<file path="config.mk">
export PLATFORM = sky130hd
export DESIGN_NAME = fifo_entry_reg
export DESIGN_NICKNAME = d
export VERILOG_FILES = /design/src/rtl/fifo_entry_pkg.sv /design/src/rtl/ser_clk_edge.sv /design/src/rtl/entry_ctrl.sv /design/src/rtl/entry_datapath.sv /design/src/rtl/fifo_entry_reg.sv
export SDC_FILE = /design/constraint.sdc
export NUM_CORES = 1
export LEC_CHECK = 0
export BUFFER_PORTS_ARGS = -buffer_cell sky130_fd_sc_hd__buf_2
export CORE_AREA = 2 2 39 41
export CTS_CLUSTER_DIAMETER = 100
export DETAILED_ROUTE_END_ITERATION = 12
export DIE_AREA = 0 0 41 43
export GPL_ROUTABILITY_DRIVEN = 0
export PLACE_DENSITY = 0.49
export SYNTH_ARGS = -nofsm -noshare
export SYNTH_HDL_FRONTEND = slang
export SYNTH_HIERARCHICAL = 1
export SYNTH_SLANG_ARGS = --single-unit
</file>
<file path="constraint.sdc">
create_clock -name clk -period 1.6 [get_ports clk]
set_input_delay 0.16 -clock clk [delete_from_list [all_inputs] [get_ports clk]]
set_output_delay 0.16 -clock clk [all_outputs]
set_load 0.1 [all_outputs]
</file>
<file path="src/rtl/fifo_entry_pkg.sv">
package fifo_entry_pkg;
  typedef struct packed {
    logic init;
    logic load;
    logic shift;
  } entryStrobes_t;
endpackage

</file>
<file path="src/rtl/ser_clk_edge.sv">
module ser_clk_edge #(
  parameter int SYNC_STAGES = 2
) (
  input  logic clk,
  input  logic rstSync,
  input  logic serClk,
  output logic fallPulse
);
  localparam int PIPE_W = SYNC_STAGES + 1;
  logic [PIPE_W-1:0] pipe;

  always_ff @(posedge clk) begin
    if (rstSync) pipe <= '0;
    else         pipe <= {pipe[PIPE_W-2:0], serClk};
  end

  // previous sampled value high, current synchronized value low
  assign fallPulse = pipe[PIPE_W-1] & ~pipe[PIPE_W-2];
endmodule

</file>
<file path="src/rtl/entry_ctrl.sv">
module entry_ctrl
  import fifo_entry_pkg::*;
(
  input  logic          rstSync,
  input  logic          ackTake,
  input  logic          loadPar,
  input  logic          serEnN,
  input  logic          serFall,
  input  logic          markerFull,
  output entryStrobes_t strobes
);
  logic ackFull;
  assign ackFull = ackTake & markerFull;

  always_comb begin
    strobes = '0;
    if (rstSync || ackFull)             strobes.init  = 1'b1;
    else if (loadPar)                   strobes.load  = 1'b1;
    else if (serFall && !serEnN && !markerFull) strobes.shift = 1'b1;
  end
endmodule

</file>
<file path="src/rtl/entry_datapath.sv">
module entry_datapath
  import fifo_entry_pkg::*;
#(
  parameter int DATA_W = 4
) (
  input  logic              clk,
  input  entryStrobes_t     strobes,
  input  logic [DATA_W-1:0] parData,
  input  logic              serData,
  output logic [DATA_W-1:0] nibble,
  output logic              markerFull
);
  localparam int CHAIN_W = DATA_W + 1;
  localparam logic [CHAIN_W-1:0] CHAIN_INIT = {1'b1, {DATA_W{1'b0}}};

  // chain[0] is the marker, chain[i+1] is data bit i
  logic [CHAIN_W-1:0] chain;

  always_ff @(posedge clk) begin
    if (strobes.init)       chain <= CHAIN_INIT;
    else if (strobes.load)  chain <= {parData, 1'b1};
    else if (strobes.shift) chain <= {serData, chain[CHAIN_W-1:1]};
  end

  assign nibble     = chain[CHAIN_W-1:1];
  assign markerFull = chain[0];
endmodule

</file>
<file path="src/rtl/fifo_entry_reg.sv">
module fifo_entry_reg
  import fifo_entry_pkg::*;
#(
  parameter int DATA_W      = 4,
  parameter int SYNC_STAGES = 2
) (
  input  logic              clk,
  input  logic              rstSync,
  input  logic              loadPar,
  input  logic [DATA_W-1:0] parData,
  input  logic              serData,
  input  logic              serClk,
  input  logic              serEnN,
  input  logic              ackTake,
  output logic [DATA_W-1:0] nibble,
  output logic              fullN
);
  entryStrobes_t strobes;
  logic serFall;
  logic markerFull;

  ser_clk_edge #(.SYNC_STAGES(SYNC_STAGES)) u_edge (
    .clk(clk), .rstSync(rstSync), .serClk(serClk), .fallPulse(serFall)
  );

  entry_ctrl u_ctrl (
    .rstSync(rstSync), .ackTake(ackTake), .loadPar(loadPar),
    .serEnN(serEnN), .serFall(serFall), .markerFull(markerFull),
    .strobes(strobes)
  );

  entry_datapath #(.DATA_W(DATA_W)) u_dp (
    .clk(clk), .strobes(strobes), .parData(parData), .serData(serData),
    .nibble(nibble), .markerFull(markerFull)
  );

  assign fullN = ~markerFull;
endmodule

</file>
### Yosys cells after proc, flatten, opt, wreduce, memory -nomap -nowiden

Cells that the tools add are included.

* output and inout port bits: 5
* input bits: 11
* flip-flop bits (word level): 8

* bitwise operators: 4
* muxes and demuxes: 7
* reductions and logical operators: 6

Operator list (number)
* $mux 5: 2
* $mux 1: 4
* $and 1x1->1: 2
* $logic_and 1x1->1: 2
* $logic_not 1->1: 2
* $mux 2: 1
* $not 1->1: 2
* $reduce_bool 2->1: 1
* $logic_or 1x1->1: 1

### Logic depth before layout (Yosys ltp)

Gate-level depths: netlist of run 1.

* depth after elaboration: 9
* depth in mapped cells: 6
* mapped depth without buffers: 5

### By module

Netlist of run 1, hierarchy kept.

Modules (own cells, without submodules)
* entry_datapath: area each 227.7 sq um, cells each 22, seq. area each 100.1 sq um, instances 1
* ser_clk_edge: area each 87.6 sq um, cells each 7, seq. area each 60.1 sq um, instances 1
* entry_ctrl: area each 36.3 sq um, cells each 5, seq. area each 0.0 sq um, instances 1
* fifo_entry_reg: area each 3.8 sq um, cells each 1, seq. area each 0.0 sq um, instances 1

### Worst setup path before layout of run 1

No wires, ideal clock.

* path type: register to register
* start point: reg u_dp.chain[2]
* end point: reg u_dp.chain[1]
* data required time: 1.514 ns
* data arrival time: 1.335 ns
* path slack: 0.179 ns
* buffers on the path: 0
* stages on the path, launching flop included: 3
* period minus slack after synthesis: 1.421 ns
* cell sequence: dfxtp_1 -> mux2i_1 -> a211oi_1

* longest elaborated chain between the ends: 2

Ends and longest elaborated chain
* start, declared: RTL line entry_datapath.sv:17 `logic [CHAIN_W-1:0] chain;`
* start signal, assigned: RTL line entry_datapath.sv:21 `else if (strobes.load) chain <= {parData, 1'b1};`
* start signal, assigned: RTL line entry_datapath.sv:22 `else if (strobes.shift) chain <= {serData, chain[CHAIN_W-1:1]};`
* $mux 5: RTL line entry_datapath.sv:22
* $mux 5: RTL line entry_datapath.sv:21

Every way passes these cells. The select of a mux whose other input is x is not followed.
A chain may end at the register's enable or synchronous reset.

==> run metrics, run 1 <==
worst hold path class input pin to flop; largest cells by area after synthesis dfxtp_1 45%, mux2i_1 14%, nor2b_1 11%; initial detailed-routing violation count 3; worst-case clock skew 0.0008261 ns; drt wl/cell 9.420 µm; Die Height 43 µm; placed standard-cell area 446.7 µm²; number of vias after detailed routing 295; # nets final 66; most numerous cell types in the synthesized netlist 8 x dfxtp_1, 6 x nor2b_1, 5 x mux2i_1; CTS Sinks 8; Detailed Routing Iterations Pass 1 2; antenna violations before repair 0; synthesized area per cell 10.15 µm²; clock insertion delay at the later pin of the skew report 0.25 ns; synth unique cells 14; P_leak 0.0002001 µW; arrival time of data at the critical path endpoint 1.44 ns; overflow left after global routing 0; primary flip-flop cell chosen by synthesis mapping dfxtp_1; Crit Path Max Fanout 5; worst hold path startpoint serClk; post-synthesis to final-layout area growth 32.04%; sequential cell fraction of total power 45.3%; count of antenna diodes in the layout 0; via count of the first global-routing pass 263; final period utilization 80.24%; Post-CTS Setup Bufs 0; number of nets with antenna violations after routing 0; Initial Utilization 25.68%; type of element launching the critical path flop; final cell area excluding filler cells 469.2 µm²; Hold Violations, Final 0; pin count of the biggest net entering global routing 8; Die Area 0.001763 mm²; run status finished, final reports clean; Global Route Usage Sum 9.557%; launch point of the worst reg-to-reg path u_edge/pipe[1]; synthesized net count 46; row cnt 14; unrepaired setup endpoints after global routing false; post-cts gate resize count 0; x dimension of the die 41 µm; Clock Power Share 31.3%; Post-Route WL 650 µm; DR DRC count 0; count of input and output buffers 15; category of the worst setup path capture point flop; cell type with the largest total area after synthesis dfxtp_1; count of boundary I/O pins 16; Peak Freq 778.9 MHz; mean number of vias per cell 4.275; clock buffer count from CTS 3; #FFs+latches synth 8; part of the Yosys area used for sequential elements 45.07%; number of flops mapped to enable cells by yosys 0; internal portion of total power 324.9 µW; CTS tree yes; data required time at the worst endpoint 1.76 ns; maximum vdd ir drop 0.0003614 V; Mapped Area 355.3 µm²; Maximum Capacitance Violations 0; portion of total power attributed to combinational logic 23.4%; share of layout cells above drive strength 1 41.51%; slew margin rel. 67.73%; Fin Setup TNS 0 ns; H-tree depth 1; most repeated cell in the gate-level netlist after synthesis dfxtp_1; slew of the pin with the lowest slew margin 0.4873 ns; post-CTS clock slew at the launch and capture registers of the worst setup and hold paths 0.05 ns; number of cells produced by synthesis 35; Final Max Tran Viols 0; switching share of total power 32.55%; wire length of the first global-routing pass 1097 µm; power density over the cells 1027 mW/mm²; Sw Pwr 156.8 µW; buffer depth of the longest clock path 2; Min Clock Period, post-route 1.284 ns; master cell of the clock root buffer clkbuf_4; Synth Warn # 6; crit path from u_edge/pipe[1]; total of hold buffers inserted after clock tree synthesis 0; async set-or-reset flop fraction in the synthesized netlist 0%; area share of the largest cell type after synthesis 45.07%; Setup CP Type flop to flop; count of final setup violators 0; Core Area 0.001384 mm²
==> path summary, 6_finish.rpt <==
check                   end  slack, ns  cells after the start
max           u_dp/chain[3]       0.32                      6
max reg2reg   u_dp/chain[3]       0.32                      6
min reg2reg  u_edge/pipe[1]       0.44                      1
min          u_edge/pipe[0]       0.13                      2
==> sequential cells by signal, summed over array words and instances, names as in the netlist <==
register / cells
u_edge/pipe: 3
u_dp/chain: 5
==> per-layer routing <==
metal | GRT usage, % | up-vias | routed length, µm
met5 | 0 | - | 0
met4 | 8.000 | 0 | 5
met3 | 3.141 | 2 | 63
met2 | 8.750 | 11 | 253
met1 | 15.86 | 126 | 327
li1 | - | 156 | -
==> critical path, cell delays in order, from the launching register on <==
cell	delay (ns)
dfxtp_1	0.30
and2b_2	0.19
nand2b_1	0.06
nor4_2	0.13
buf_4	0.20
mux2i_1	0.08
a211oi_1	0.23
==> cell usage in the layout (no fill, tap or decap), drive strengths merged <==
cell type	Yosys	routed
buf	1	16
a21oi	2	2
and2b	1	1
a211oi	3	3
nand2b	1	1
nor2b	6	6
clkbuf	0	3
mux2i	5	5
dfxtp	8	8
nor3b	1	1
nor4	1	1
nor2	2	2
a21o	1	1
inv	3	3
==> power by group through the flow <==
stage | Clock (µW) | Combinational, µW | Sequential (µW)
CTS | 158 | 114 | 219
detailed placement | 0 | 113 | 223
global route | 167 | 120 | 220
finish | 151 | 113 | 218
floorplan | 0 | 39.2 | 270
global placement | 0 | 113 | 223
==> final cells by class <==
class	instances	area [µm²]
fillers	164	914.6
multi-input cells	23	172.7
flip-flops and latches	8	160.2
repair buffers	16	82.58
clock buffers	3	22.52
well taps	16	20.02
inverters	3	11.26
==> stage by stage <==
stage / power [µW] / utilization (%) / setup slack (ns) / hold WS [ns] / instances
after floorplan: 309.0 / - / 0.1792 / 0.2316 / 35
after global placement: 336.2 / 32.28 / 0.3395 / 0.3814 / 66
after detailed placement: 336.3 / 32.28 / 0.3207 / 0.3827 / 66
after CTS: 489.9 / 33.91 / 0.2971 / 0.1242 / 69
after global routing: 506.9 / 33.91 / 0.1685 / 0.1431 / 69
final: 481.7 / 33.91 / 0.3161 / 0.1309 / 69
==> logic make-up after synthesis <==
logic type / synth area share, %
DFF: 45.07
and+or+nand+nor: 23.24
muxes: 14.09
buffers and inverters: 6.338
AOI/OAI and AO/OA: 11.27
Note: power is estimated with default switching activity, not from simulation.
==> run 2, diff against run 1 <==
==> constraint.sdc (replaced) <==
create_clock -name clk -period 1.2 [get_ports clk]
set_input_delay 0.12 -clock clk [delete_from_list [all_inputs] [get_ports clk]]
set_output_delay 0.12 -clock clk [all_outputs]
set_load 0.1 [all_outputs]
==> run metrics, run 2 (same netlist as run 1, synthesis figures left out) <==
clock insertion delay at the later pin of the skew report 0.25 ns (about the same); violated checks setup timing; count of boundary I/O pins 16 (unchanged); Core Area 0.001384 mm² (unchanged); initial detailed-routing violation count 3 (unchanged); H-tree depth 1 (unchanged); pin count of the biggest net entering global routing 7 (-1); placed standard-cell area 474.2 µm² (+6.2%); clock buffer count from CTS 3 (unchanged); worst-path cell chain and2b_2 > nand2b_1 > nor4_2 > buf_4 > mux2i_1 > a211oi_1; count of antenna diodes in the layout 0 (unchanged); slew margin rel. 67.75% (about the same); Global Route Usage Sum 10.89% (+1.3 points); Crit Path Max Fanout 5 (unchanged); launch point of the worst reg-to-reg path u_edge/pipe[1]; Detailed Routing Iterations Pass 1 2 (unchanged); hold path depth 2 (unchanged); type of element launching the critical path flop; via count of the first global-routing pass 300 (+14%); slowest stage delay, CP 0.30 ns (about the same); count of final setup violators 5 (+5); P_leak 0.0002130 µW (+6.4%); total of hold buffers inserted after clock tree synthesis 0 (unchanged); DR DRC count 0 (unchanged); Hold Violations, Final 0 (unchanged); destination of the worst hold path u_edge/pipe[0]; slack of the critical path -0.07046 ns (-0.3866 ns); Critical-path top delay cell dfxtp_1; Regs by FF count u_dp/chain (5), u_edge/pipe (3); Min Clock Period, post-route 1.270 ns (-0.01339 ns); x dimension of the die 41 µm (unchanged); post-cts gate resize count 0 (unchanged); unrepaired setup endpoints after global routing true; wire length of the first global-routing pass 1255 µm (+14%); commonest cells after routing, fill and taps aside 14 x buf_2, 6 x nor2b_1, 5 x mux2i_1, 4 x dfxtp_1, 4 x dfxtp_2; share of layout cells above drive strength 1 50.00% (+8.5 points); mean number of vias per cell 4.071 (-4.8%); Setup CP Type flop to flop; run status complete, but fails checks; final cell area excluding filler cells 496.7 µm² (+5.9%); data required time at the worst endpoint 1.33 ns (-0.43 ns); number of vias after detailed routing 285 (-3.4%); minimum setup slack among reg-to-reg paths -0.07 ns (-0.39 ns); post-synthesis to final-layout area growth 39.79%; Peak Freq 787.1 MHz (+1.1%); most flop-heavy register u_dp/chain; number of flip-flops in the largest register 5 (unchanged); worst-case clock skew 0.0006316 ns (-0.0001945 ns); CTS tree yes; Post-CTS Setup Bufs 0 (unchanged); number of nets with antenna violations after routing 0 (unchanged); overflow left after global routing 0 (unchanged); category of the worst setup path capture point flop; Post-Route WL 698 µm (+7.4%); leading cell type in the layout, fill and taps excluded buf_2; fillers 158 (-3.7%); row cnt 14 (unchanged); top cell family by delay on the critical path simple AND/OR/NAND/NOR gates; buffer and inverter count on the worst path 1 (unchanged); Die Area 0.001763 mm² (unchanged); # nets final 67 (+1.5%); Initial Utilization 25.68% (unchanged); Maximum Capacitance Violations 0 (unchanged); master cell of the clock root buffer clkbuf_4; final period utilization 105.9% (+26 points); Die Height 43 µm (unchanged); Fin Setup TNS -0.2773 ns (-0.2773 ns); worst hold path startpoint serClk; half-perimeter wire length of the detailed placement result 511 µm; arrival time of data at the critical path endpoint 1.40 ns (-0.04 ns); antenna violations before repair 0 (unchanged); placed instance count 67 (+1.5%); non-filler cells, final 70 (+1.4%); count of input and output buffers 15 (unchanged); Final Max Tran Viols 0 (unchanged); slew of the pin with the lowest slew margin 0.4871 ns (-0.0001802 ns); CTS Sinks 8 (unchanged); DP Worst Slack -0.07689 ns (-0.3976 ns); critical register-to-register path endpoint u_dp/chain[3]; worst hold path class input pin to flop; power density over the cells 1330 mW/mm² (+30%); post-CTS clock slew at the launch and capture registers of the worst setup and hold paths 0.05 ns (about the same); buffer depth of the longest clock path 2 (unchanged); maximum vdd ir drop 0.0005227 V (+45%); drt wl/cell 9.971 µm (+5.9%); path depth of the worst reg2reg path 6 (unchanged)
-- run 2: worst register-to-register path: stages, from the launching register on --
cell and delay (ns):
dfxtp_1 0.30, and2b_2 0.19, nand2b_1 0.06, nor4_2 0.13, buf_4 0.20, mux2i_1 0.19, a211oi_1 0.09
-- run 2: cell type report --
type                            count  area, µm²  area share, %
Tap cell                           16      20.02          4.030
Timing Repair Buffer               17      105.1          21.16
Sequential cell                     8      165.2          33.25
Clock buffer                        3      22.52          4.534
Inverter                            3      11.26          2.267
Multi-Input combinational cell     23      172.7          34.76
-- run 2: per-layer routing --
layer	up-vias	wire length [µm]	GRT usage [%]
met2	13	265	12.50
met1	115	357	15.31
met4	0	0	4.000
li1	157	-	-
met3	0	75	7.853
met5	-	0	0
-- run 2: where the power goes --
| part | total (µW) | switching [µW] | leakage [µW] | internal (µW) |
|---|---|---|---|---|
| Clock | 205 | 90.4 | 0.0000138 | 114 |
| Combinational | 163 | 115 | 0.000133 | 48.2 |
| Sequential | 293 | 9.89 | 0.0000665 | 283 |
| Total | 661 | 215 | 0.000213 | 446 |
-- run 2: metrics by stage --
| step | utilization (%) | hold slack (ns) | total power [µW] |
|---|---|---|---|
| final | 35.90 | 0.09527 | 660.9 |
| after global routing | 35.90 | 0.09532 | 706.5 |
| after CTS | 35.90 | 0.09115 | 678.3 |
| after detailed placement | 34.27 | 0.3626 | 462.6 |
| after global placement | 34.27 | 0.3436 | 462.5 |
| after floorplan | - | 0.1916 | 414.4 |
-- run 2: how the worst max path moves through the flow --
stage	start	end	cells past startpoint
global route	u_edge/pipe[1]	u_dp/chain[2]	6
CTS	u_edge/pipe[1]	u_dp/chain[3]	6
detailed placement	u_edge/pipe[1]	u_dp/chain[3]	6
global placement	u_edge/pipe[1]	u_dp/chain[3]	6
floorplan	u_edge/pipe[1]	u_dp/chain[1]	6
finish	u_edge/pipe[1]	u_dp/chain[3]	6
==> run 3, diff against run 2 <==
==> constraint.sdc (replaced) <==
create_clock -name clk -period 1.2 [get_ports clk]
set_input_delay 0.24 -clock clk [delete_from_list [all_inputs] [get_ports clk]]
set_output_delay 0.24 -clock clk [all_outputs]
set_load 0.1 [all_outputs]
==> run metrics, run 3 (same netlist as run 1, synthesis figures left out) <==
Global Route Usage Sum 9.768% (-1.1 points); hold slack 0.2067 ns (+0.1115 ns); slowest stage delay, CP 0.30 ns (about the same); CTS Sinks 8 (unchanged); Crit Path Max Fanout 5 (unchanged); # nets final 67 (unchanged); path depth of the worst reg2reg path 6 (unchanged); Regs by FF count u_dp/chain (5), u_edge/pipe (3); category of the worst setup path capture point flop; Peak Freq 792.5 MHz (+0.68%); CTS tree yes; commonest cells after routing, fill and taps aside 10 x buf_2, 6 x nor2b_1, 5 x buf_12, 5 x mux2i_1; unrepaired setup endpoints after global routing true; wire length of the first global-routing pass 1083 µm (-14%); share of layout cells above drive strength 1 50.00% (unchanged); placed standard-cell area 534.3 µm² (+13%); violated checks setup timing; type of element launching the critical path flop; final cell area excluding filler cells 556.8 µm² (+12%); Sw Pwr 214.9 µW (about the same); switching share of total power 31.24% (-1.3 points); number of vias after detailed routing 294 (+3.2%); fillers 145 (-8.2%); maximum vdd ir drop 0.0004897 V (-6.3%); row cnt 14 (unchanged); worst hold path class input pin to flop; count of input and output buffers 15 (unchanged); Post-CTS Setup Bufs 0 (unchanged); post-cts gate resize count 0 (unchanged); leading cell type in the layout, fill and taps excluded buf_2; via count of the first global-routing pass 280 (-6.7%); slew margin rel. 85.71% (+18 points); Multi-input gate area 172.7 µm² (unchanged); Clock Power Share 29.1% (-1.9 points); count of boundary I/O pins 16 (unchanged); number of logic stages on the critical path including buffering 6 (unchanged); Setup CP Type flop to flop; Final Max Tran Viols 0 (unchanged); x dimension of the die 41 µm (unchanged); Post-Route WL 677 µm (-3.0%); internal portion of total power 473.0 µW (+6.1%); portion of total power attributed to combinational logic 27.6% (+2.9 points); slack of the critical path -0.06184 ns (+0.008622 ns); worst-path cell chain and2b_2 > nand2b_1 > nor4_2 > buf_4 > mux2i_1 > a211oi_1; buffer and inverter count on the worst path 1 (unchanged); Maximum Capacitance Violations 0 (unchanged); data required time at the worst endpoint 1.33 ns (about the same); arrival time of data at the critical path endpoint 1.39 ns (about the same); pin count of the biggest net entering global routing 7 (unchanged); antenna violations before repair 0 (unchanged); Detailed Routing Iterations Pass 1 2 (unchanged); number of flip-flops in the largest register 5 (unchanged); top cell family by delay on the critical path simple AND/OR/NAND/NOR gates; master cell of the clock root buffer clkbuf_4; Min Clock Period, post-route 1.262 ns (-0.008622 ns); count of final setup violators 5 (unchanged); clock buffer count from CTS 3 (unchanged); sequential cell fraction of total power 43.3% (-1.1 points); post-synthesis to final-layout area growth 56.69%; post-CTS clock slew at the launch and capture registers of the worst setup and hold paths 0.05 ns (about the same); mean number of vias per cell 4.200 (+3.2%); clock insertion delay at the later pin of the skew report 0.25 ns (about the same); worst-case clock skew 0.001337 ns (+0.0007055 ns); overflow left after global routing 0 (unchanged); power density over the cells 1236 mW/mm² (-7.1%); hold path depth 2 (unchanged); run status complete, but fails checks; initial detailed-routing violation count 1 (-2); Die Height 43 µm (unchanged); Critical-path top delay cell dfxtp_1; number of nets with antenna violations after routing 0 (unchanged); P_leak 0.0002309 µW (+8.4%); DR DRC count 0 (unchanged); buffer depth of the longest clock path 2 (unchanged); drt wl/cell 9.671 µm (-3.0%); most flop-heavy register u_dp/chain; H-tree depth 1 (unchanged); Hold Violations, Final 0 (unchanged); count of antenna diodes in the layout 0 (unchanged); final period utilization 105.2% (-0.72 points); Core Area 0.001384 mm² (unchanged); Seq. cell area 165.2 µm² (unchanged); Die Area 0.001763 mm² (unchanged); Initial Utilization 25.68% (unchanged); slew of the pin with the lowest slew margin 0.2141 ns (-0.2731 ns)
run 3: cell types whose count changed in the layout (fill, tap and decap cells not counted):
cell	before	now
buf_2	14	10
buf_12	1	5
run 3: timing repair:
action,CTS,global route
pin swaps,2,1
hold buffers,0,0
setup endpoints to repair,5,5
run 3: power groups by stage:
stage / Clock [µW] / Sequential, µW / Combinational, µW
2_1_floorplan: 0 / 362 / 52.0
3_3_place_gp: 0 / 304 / 191
3_5_place_dp: 0 / 304 / 191
4_1_cts: 211 / 298 / 191
5_1_grt: 226 / 301 / 200
6_report: 200 / 298 / 190
run 3: layer usage:
layer | up-vias | global-route usage [%] | wire [µm]
met2 | 11 | 11.88 | 276
met4 | 0 | 8.000 | 5
met1 | 124 | 12.99 | 330
li1 | 157 | - | -
met5 | - | 0 | 0
met3 | 2 | 3.665 | 65
run 3: path summary, 6_finish.rpt:
check                  from             end  slack [ns]
max reg2reg  u_edge/pipe[1]   u_dp/chain[3]       -0.06
min reg2reg  u_edge/pipe[0]  u_edge/pipe[1]        0.44
max          u_edge/pipe[1]   u_dp/chain[3]       -0.06
min                  serClk  u_edge/pipe[0]        0.21
run 3: final cells by class:
class	instances	area share (%)
tap	16	3.596
sequential	8	29.66
clock buffer	3	4.045
timing repair buffer	17	29.66
inverter	3	2.022
multi-input combinational	23	31.01
run 3: per-stage QoR:
step                      worst slack [ns]  power [µW]  instances  TNS (ns)  utilization [%]
after floorplan                   -0.01592       414.4         35  -0.04775                -
after global placement            -0.07529       495.0         67   -0.2232            38.61
after detailed placement          -0.06521       494.7         67   -0.2716            38.61
after CTS                         -0.08181       700.3         70   -0.3583            40.24
after global routing               -0.2096       726.5         70   -0.9200            40.24
final                             -0.06184       687.9         70   -0.2746            40.24
